--- src/rtl/i2c_read_slave.sv ---
module i2c_read_slave #(
  parameter int DATA_W = 8
) (
  input  logic              clk,
  input  logic              rst_n,
  input  logic              scl_i,
  input  logic              sda_i,
  input  logic [DATA_W-2:0] own_addr,
  input  logic              host_wr,
  input  logic [DATA_W-1:0] host_wdata,
  input  logic              host_release,
  input  logic              irq_clr,
  output logic [DATA_W-1:0] host_rdata,
  output logic              rw_flag,
  output logic              buf_full,
  output logic              irq,
  output logic              scl_pull,
  output logic              sda_pull
);
  localparam int CNT_W = $clog2(DATA_W + 1);
  localparam logic [CNT_W-1:0] LAST = CNT_W'(DATA_W - 1);

  typedef enum logic [2:0] {S_IDLE, S_ADDR, S_AACK, S_HOLD, S_TX, S_MACK} st_t;

  logic [1:0] scl_sync, sda_sync;
  logic scl_q, sda_q, scl_s, sda_s;
  logic scl_rise, scl_fall, start_c, stop_c;
  st_t st;
  logic [CNT_W-1:0] cnt;
  logic [DATA_W-1:0] shreg, addr_byte;
  logic wr_seen, ack_q;

  always_ff @(posedge clk or negedge rst_n)
    if (!rst_n) begin
      scl_sync <= '1; sda_sync <= '1; scl_q <= 1'b1; sda_q <= 1'b1;
    end else begin
      scl_sync <= {scl_sync[0], scl_i};
      sda_sync <= {sda_sync[0], sda_i};
      scl_q <= scl_sync[1];
      sda_q <= sda_sync[1];
    end

  assign scl_s     = scl_sync[1];
  assign sda_s     = sda_sync[1];
  assign scl_rise  = scl_s & ~scl_q;
  assign scl_fall  = ~scl_s & scl_q;
  assign start_c   = scl_s & scl_q & sda_q & ~sda_s;
  assign stop_c    = scl_s & scl_q & ~sda_q & sda_s;
  assign addr_byte = {shreg[DATA_W-2:0], sda_s};

  always_ff @(posedge clk or negedge rst_n)
    if (!rst_n) begin
      st <= S_IDLE; cnt <= '0; shreg <= '0; host_rdata <= '0;
      rw_flag <= 1'b0; buf_full <= 1'b0; irq <= 1'b0;
      scl_pull <= 1'b0; sda_pull <= 1'b0; wr_seen <= 1'b0; ack_q <= 1'b0;
    end else begin
      if (irq_clr) irq <= 1'b0;
      if (stop_c) begin
        st <= S_IDLE; sda_pull <= 1'b0; scl_pull <= 1'b0;
      end else if (start_c) begin
        st <= S_ADDR; cnt <= '0; sda_pull <= 1'b0; scl_pull <= 1'b0;
      end else begin
        case (st)
          S_ADDR: if (scl_rise) begin
            shreg <= addr_byte;
            if (cnt == LAST) begin
              cnt <= '0;
              if (addr_byte[DATA_W-1:1] == own_addr && addr_byte[0]) begin
                st <= S_AACK; rw_flag <= 1'b1; host_rdata <= addr_byte;
              end else st <= S_IDLE;
            end else cnt <= cnt + 1'b1;
          end
          S_AACK: if (scl_fall) begin
            if (cnt == '0) begin
              sda_pull <= 1'b1; cnt <= 1;
            end else begin
              sda_pull <= 1'b0; scl_pull <= 1'b1; irq <= 1'b1;
              wr_seen <= 1'b0; st <= S_HOLD;
            end
          end
          S_HOLD: begin
            if (host_wr) begin
              host_rdata <= host_wdata; shreg <= host_wdata;
              buf_full <= 1'b1; wr_seen <= 1'b1;
            end else if (host_release && wr_seen) begin
              scl_pull <= 1'b0; sda_pull <= ~shreg[DATA_W-1];
              cnt <= '0; st <= S_TX;
            end
          end
          S_TX: if (scl_fall) begin
            if (cnt == LAST) begin
              sda_pull <= 1'b0; buf_full <= 1'b0; st <= S_MACK;
            end else begin
              sda_pull <= ~shreg[DATA_W-2];
              shreg <= shreg << 1;
              cnt <= cnt + 1'b1;
            end
          end
          S_MACK: begin
            if (scl_rise) ack_q <= ~sda_s;
            if (scl_fall) begin
              irq <= 1'b1;
              if (ack_q) begin
                scl_pull <= 1'b1; wr_seen <= 1'b0; st <= S_HOLD;
              end else begin
                st <= S_IDLE; rw_flag <= 1'b0; buf_full <= 1'b0;
              end
            end
          end
          default: ;
        endcase
      end
    end

  AST_IDLE_QUIET: assert property (@(posedge clk) disable iff (!rst_n)
    st == S_IDLE |-> !scl_pull && !sda_pull);
  AST_TX_SDA_STABLE: assert property (@(posedge clk) disable iff (!rst_n)
    (st == S_TX && scl_s && scl_q) |=> $stable(sda_pull));
  AST_RELEASE_NEEDS_WRITE: assert property (@(posedge clk) disable iff (!rst_n)
    (st == S_HOLD && !wr_seen && !start_c && !stop_c) |=> scl_pull);
  AST_IRQ_STICKY: assert property (@(posedge clk) disable iff (!rst_n)
    (irq && !irq_clr) |=> irq);
  AST_ACK_HOLDS: assert property (@(posedge clk) disable iff (!rst_n)
    (st == S_MACK && scl_fall && ack_q && !start_c && !stop_c) |=> scl_pull);
  AST_NACK_FREES: assert property (@(posedge clk) disable iff (!rst_n)
    (st == S_MACK && scl_fall && !ack_q && !start_c && !stop_c) |=> !scl_pull && !sda_pull && !rw_flag);
  AST_WR_OUTSIDE_HOLD: assert property (@(posedge clk) disable iff (!rst_n)
    (host_wr && (st == S_IDLE || st == S_TX || st == S_MACK)) |=> $stable(host_rdata));
endmodule

--- config.mk ---
export PLATFORM = sky130hd
export DESIGN_NAME = i2c_read_slave
export DESIGN_NICKNAME = d
export VERILOG_FILES = /design/src/rtl/i2c_read_slave.sv
export SDC_FILE = /design/constraint.sdc
export NUM_CORES = 1
export LEC_CHECK = 0
export ABC_AREA = 1
export ABC_CLOCK_PERIOD_IN_PS = 4600
export CORE_ASPECT_RATIO = 2
export CORE_MARGIN = 4
export CORE_UTILIZATION = 63
export CTS_CLUSTER_SIZE = 8
export DETAILED_ROUTE_END_ITERATION = 6
export DONT_BUFFER_PORTS = 1
export PLACE_DENSITY = 0.84
export REMOVE_ABC_BUFFERS = 1
export SLEW_MARGIN = 20
export SYNTH_ARGS = -nofsm -noshare
export SYNTH_HDL_FRONTEND = slang
export SYNTH_SLANG_ARGS = --single-unit
--- constraint.sdc ---
create_clock -name clk -period 4.6 [get_ports clk]
set_input_delay 0.92 -clock clk [delete_from_list [all_inputs] [get_ports clk]]
set_output_delay 0.92 -clock clk [all_outputs]
set_load 0.01 [all_outputs]
==> out/results.ini, run 1 <==
[place]
gp_congestion = 1.00
post-place-ws_ns = 2.63
portBuffers = 0
dp_hpwl_mm = 4.26

[cts]
cts_sinks = 36
clkTransAtPathRegs_ns = 0.08
clkLatencyLatePin_ns = 0.29
cts_buffer_depth = 2
clockRootBuffer = clkbuf_8
htreeDepth = 2
cts_setup_buffers = 0
cts_tree = yes
cts-resized-gates = 0
postCtsHoldBufs = 0
numCtsBuffers = 5

[floorplanning]
dieHeight_um = 92.5
core_mm2 = 0.00342
boundaryPins = 35
dieArea_mm2 = 0.00465
fp.dieW_um = 50.2
start_util_pct = 65.8
row_count = 30

[sta]
tightest_slew_ns = 0.506
rsz0062_at_grt = false
clock_skew_ns = 0.00507
finalSetupViolCount = 0
fin_crit_sh_pct = 40.6
hold_viol_final = 0
slew_violations = 0
max_freq_mhz = 536
setup_tns_ns = 0
maxSlewHeadroom_pct = 66.3
whs_ns = 0.312
fin_crit_ns = 1.87
setup_ws_ns = 2.73

[power]
switching_share_pct = 41.5
pwr-share-clk_pct = 20.7
internal-power_mw = 0.689
combPwrFrac_pct = 34.4
seqPwrFrac_pct = 44.9
powerDensity_mw_per_mm2 = 496
p_sw_mw = 0.488
leakagePower_nw = 1.20
max-vdd-ir-drop_uv = 346

[detailed_routing]
wire_per_inst_um = 15.3
dr_total_vias = 2098
dr.pass1.iters = 4
drc = 0
avgViaCountPerCell = 5.78
routed_wl_mm = 5.54
ant_nets = 0
drtIter0Drc = 86

[logic_synthesis]
ys_warn_count = 0
synth_compound_area_share_pct = 11.4
synth_top_area_share_pct = 33.4
synth_top_family_by_area = simple AND/OR/NAND/NOR gates
synthMuxAreaShare_pct = 0
synth-seq-area-share_pct = 40.4
yosysMostFrequentCell = nand2_1
synthSimpleGateAreaFrac_pct = 37.7
synth_xor_area_share_pct = 1.95
yosys-top-cells-count = 101 x nand2_1, 33 x nor2_1, 30 x dfrtp_1
synth_edf_count = 0
ys_types = 30
synth-main-ff-cell = dfrtp_1
synth_area_leaders = dfrtp_1 33%, nand2_1 17%, dfstp_2 7.0%, nor2_1 5.5%, nand3_1 5.1%
syn_area_per_cell_um2 = 7.21
syn_inst = 312
synth_fa_ha_area_share_pct = 1.67
synth_top_cell_by_area = dfrtp_1
ys_ff_latch = 36
synthArstFlopShare_pct = 100
syn_area_mm2 = 0.00225

[layout]
area_delta_synth_final_pct = 5.51
drive_gt1_share_pct = 13.7
multi_input_area_mm2 = 0.00119
seqCellArea_um2 = 908
num_antenna_cells = 0
fin_nets = 339
fill_cells = 274

[run_status]
status = complete, no violations

[grt]
grt_util_all_layers_pct = 26.9
grt_pass1_vias = 2126
grt_max_degree = 37
grt_pass1_wl_mm = 9.45
grt_overflow = 0
antenna_found_initial = 0

[hold_path]
hold_path.class = input port to asynchronous set/reset pin

[flow_run]
cap_viol_max_count = 0

[setup_path]
crit_required_ns = 4.84
critPathKind = flop to flop
path_max_fanout = 11
cp-end-kind = flop
cp.arrival_ns = 2.10
crit_path_start_kind = flop

[cells by family (layout without fill, tap and decap cells)]
family	count (synthesis)	count (layout)
xor+xnor	5	5
compound gates	43	43
fa+ha+maj	3	3
simple gates	188	188
buf+inv	37	40
flops	36	36
[stage by stage]
step                total power, mW  instances  cell area (um^2)  utilization [%]
global route                   1.27        363              2370             69.5
CTS                            1.18        363              2370             69.5
floorplan                     0.835        307              2210                -
finish                         1.18        363              2370             69.5
detailed placement            0.935        355              2270             66.6
global placement              0.920        355              2270             66.6
[path summary, 6_finish.rpt]
kind / startpoint / to / slack [ns] / cells after the start
worst max register to register: st[2] / st[1] / 2.73 / 8
min in group clk: sda_sync[0] / sda_sync[1] / 0.36 / 0
max in group asynchronous: rst_n / scl_sync[1] / 4.11 / 0
worst min-delay path: rst_n / scl_pull / 0.31 / 0
worst min register to register: sda_sync[0] / sda_sync[1] / 0.36 / 0
worst max-delay path: st[2] / st[1] / 2.73 / 8
[cells in the final DEF (no fill, tap or decap), drive strengths merged]
cell,instances
dfstp,6
nor3b,1
nand3,26
xnor2,4
o21ai,28
o21a,1
nor2,39
clkbuf,6
ha,3
a21boi,1
xor2,1
a21oi,9
nor3,7
inv,32
clkinvlp,2
o211ai,4
nand4,7
dfrtp,30
nand2,108
[power groups by stage]
stage | Combinational (mW) | Clock, mW | Sequential [mW]
floorplan | 0.328 | 0 | 0.507
global placement | 0.387 | 0 | 0.534
finish | 0.404 | 0.244 | 0.529
CTS | 0.403 | 0.248 | 0.530
detailed placement | 0.401 | 0 | 0.534
global route | 0.466 | 0.257 | 0.544
[routing by layer]
metal	vias up	routed length (um)	track usage (%)
li1	1013	-	-
met1	947	1910	27.9
met2	107	2950	45.0
met3	31	318	4.35
met4	0	365	23.3
met5	-	0	0
[sequential cells by signal, indices dropped and copies added (netlist names), 2 cells and up]
| signal | cells |
|---|---|
| shreg | 8 |
| cnt | 4 |
| host_rdata | 8 |
| st | 3 |
| scl_sync | 2 |
| sda_sync | 2 |
[worst max-delay path, cell delays in order (launching register included)]
cell	delay, ns
dfrtp_1	0.66
nand3_2	0.25
nor2_1	0.32
nand3_1	0.14
nand3_2	0.14
nor2_2	0.06
nand2_1	0.10
nand2_1	0.06
nand2_1	0.06
[final cells by class]
| type | instances | area share (%) |
|---|---|---|
| Multi-Input combinational cell | 239 | 50.0 |
| Inverter | 32 | 5.06 |
| Clock inverter | 2 | 0.633 |
| Sequential cell | 36 | 38.3 |
| Tap cell | 48 | 2.53 |
| Clock buffer | 6 | 3.48 |
Note: power is estimated with default switching activity, not from simulation.
==> run 2, diff against run 1 <==
--- a/config.mk
+++ b/config.mk
@@ -6,14 +6,14 @@
 export NUM_CORES = 1
 export LEC_CHECK = 0
 export ABC_AREA = 1
-export ABC_CLOCK_PERIOD_IN_PS = 4600
+export ABC_CLOCK_PERIOD_IN_PS = 1500
 export CORE_ASPECT_RATIO = 2
 export CORE_MARGIN = 4
-export CORE_UTILIZATION = 63
+export CORE_UTILIZATION = 57
 export CTS_CLUSTER_SIZE = 8
 export DETAILED_ROUTE_END_ITERATION = 6
 export DONT_BUFFER_PORTS = 1
-export PLACE_DENSITY = 0.84
+export PLACE_DENSITY = 0.8
 export REMOVE_ABC_BUFFERS = 1
 export SLEW_MARGIN = 20
 export SYNTH_ARGS = -nofsm -noshare
==> constraint.sdc (replaced) <==
create_clock -name clk -period 1.5 [get_ports clk]
set_input_delay 0.3 -clock clk [delete_from_list [all_inputs] [get_ports clk]]
set_output_delay 0.3 -clock clk [all_outputs]
set_load 0.01 [all_outputs]
==> run 2 against run 1 <==
Non-clock buffer count up 74. First-iteration DRC count rose to 3.1 times the previous value. Clock-buffer cell count unchanged. Sequential share of layout area down 12 points. Routed wire length up 99%. Die area up 9.2%. Critical path depth down 1. Via count up 41%. Clock power rose to 2.9 times the previous value. Sequential cell count unchanged. Combinational power rose to 5.9 times the previous value. The flow now finishes with violations (design-rule violations, negative setup slack). Largest power group is now combinational cells. Final cell count up 21%.
==> out/results.ini, run 2 (synthesis gave the netlist of run 1 again) <==
[run_status]
status = complete, but fails checks  ; was complete, no violations
violations = design-rule violations, negative setup slack

[cts]
clockRootBuffer = clkbuf_8  ; unchanged
numCtsBuffers = 5  ; unchanged
cts_buffer_depth = 2  ; unchanged
htreeDepth = 2  ; unchanged
cts_tree = yes  ; unchanged
cts_sinks = 36  ; unchanged
clkLatencyLatePin_ns = 0.30  ; was 0.29 ns
clkTransAtPathRegs_ns = 0.08  ; about the same

[floorplanning]
core_mm2 = 0.00384  ; was 0.00342 mm^2
fp.dieW_um = 52.4  ; was 50.2 um
dieArea_mm2 = 0.00507  ; was 0.00465 mm^2
row_count = 32  ; was 30
start_util_pct = 58.5  ; was 65.8%
boundaryPins = 35  ; unchanged
dieHeight_um = 96.8  ; was 92.5 um

[sta]
rsz0062_at_grt = true  ; was false
setup_ws_ns = -0.354  ; was 2.73 ns
clock_skew_ns = 0.00863  ; was 0.00507 ns
tightest_slew_ns = 0.558  ; was 0.506 ns
slew_violations = 0  ; unchanged
fin_crit_ns = 1.85  ; was 1.87 ns
whs_ns = 0.0926  ; was 0.312 ns
maxSlewHeadroom_pct = 62.4  ; was 66.3%
max_freq_mhz = 539  ; was 536 MHz
fin_crit_sh_pct = 124  ; was 40.6%
hold_viol_final = 0  ; unchanged
finalSetupViolCount = 29  ; was 0

[layout]
num_antenna_cells = 0  ; unchanged
fill_cells = 178  ; was 274
fin_nets = 414  ; was 339
final_cell_mix = 73 x nand2_1, 54 x buf_4, 28 x dfrtp_1  ; was 101 x nand2_1, 33 x nor2_1, 30 x dfrtp_1
mostFrequentLayoutCell = nand2_1  ; unchanged
seqCellArea_um2 = 911  ; was 908 um^2
top_regs = host_rdata: 8 flops, shreg: 8 flops, cnt: 4 flops  ; unchanged
multi_input_area_mm2 = 0.00159  ; was 0.00119 mm^2
area_delta_synth_final_pct = 52.5  ; was 5.51%
drive_gt1_share_pct = 47.7  ; was 13.7%

[detailed_routing]
avgViaCountPerCell = 6.69  ; was 5.78
dr.pass1.iters = 7  ; was 4
routed_wl_mm = 11.0  ; was 5.54 mm
ant_nets = 0  ; unchanged
wire_per_inst_um = 24.9  ; was 15.3 um
drc = 6  ; was 0
drtIter0Drc = 264  ; was 86
dr_total_vias = 2952  ; was 2098

[place]
portBuffers = 0  ; unchanged
gp_congestion = 1.04  ; was 1.00
dp_hpwl_mm = 5.29  ; was 4.26 mm

[power]
power_mw = 4.76  ; was 1.18 mW
max-vdd-ir-drop_uv = 1330  ; was 346 uV
powerDensity_mw_per_mm2 = 1390  ; was 496 mW/mm^2
leakagePower_nw = 1.64  ; was 1.20 nW

[setup_path]
ff2ff_setup_slack_ns = -0.35  ; was 2.73 ns
path_max_fanout = 6  ; was 11
cp.arrival_ns = 2.03  ; was 2.10 ns
critPathKind = flop to flop  ; unchanged
crit_path_start_kind = flop  ; unchanged
cp-end-kind = flop  ; unchanged
crit_required_ns = 1.68  ; was 4.84 ns

[grt]
antenna_found_initial = 0  ; unchanged
grt_pass1_vias = 2674  ; was 2126
grt_max_degree = 37  ; unchanged
grt_util_all_layers_pct = 34.5  ; was 26.9%
grt_pass1_wl_mm = 12.8  ; was 9.45 mm
grt_overflow = 0  ; unchanged

[flow_run]
cap_viol_max_count = 0  ; unchanged

[hold_path]
hold_path.class = input port to flop  ; was input port to asynchronous set/reset pin

[run 2: power breakdown]
part,internal [mW],switching [mW]
sequential,1.28,0.394
clock,0.325,0.394
combinational,0.926,1.44
[run 2: cell type report]
class / count / share of cell area [%]
Sequential cell: 36 / 26.6
Clock buffer: 6 / 2.12
Multi-Input combinational cell: 240 / 46.3
Clock inverter: 2 / 0.365
Inverter: 32 / 3.58
Tap cell: 51 / 1.86
Timing Repair Buffer: 74 / 19.2
[run 2: per-layer routing]
| metal | share of wire, % | vias to the layer above | global-route usage [%] |
|---|---|---|---|
| met5 | 0 | - | 0 |
| met4 | 11 | 0 | 24.0 |
| met2 | 49 | 295 | 60.7 |
| met3 | 9.4 | 127 | 5.70 |
| met1 | 30 | 1366 | 34.1 |
| li1 | - | 1164 | - |
[run 2: stage by stage]
step                      util [%]  setup WS, ns  TNS (ns)  instance area [um^2]  instances
after floorplan                  -       -0.0315    -0.300                  2210        307
after global placement        69.2        -0.233     -3.75                  2660        407
after detailed placement      69.2        -0.264     -4.27                  2660        407
after CTS                     79.6        -0.122     -2.65                  3060        427
after global routing          89.2        -0.390     -8.36                  3430        441
final                         89.2        -0.354     -6.66                  3430        441
[run 2: final timing paths]
kind                              from           to  cells past startpoint
max                              st[2]     sda_pull                      7
min                            irq_clr          irq                      1
min in group asynchronous        rst_n        ack_q                      2
max reg2reg                      st[2]     sda_pull                      7
min reg2reg                sda_sync[0]  sda_sync[1]                      0
max in group asynchronous        rst_n        sda_q                      2
[run 2: critical path, cell delays in order, from the launching register on]
cell and delay [ns]:
dfrtp_2 0.48, inv_2 0.11, nand3_2 0.19, buf_4 0.22, o21ai_0 0.34, o21ai_0 0.20
nand3_1 0.11, o21ai_0 0.08
[run 2: repair_timing]
| action | 4_1_cts | 5_1_grt |
|---|---|---|
| hold buffers | 2 | 2 |
| pin swaps | 15 | 21 |
| endpoints found under the setup margin | 28 | 28 |
| endpoints found under the hold margin | 36 | 2 |
| cloned | 1 | 1 |
| resized for setup | 64 | 64 |
| buffers inserted | 9 | 11 |
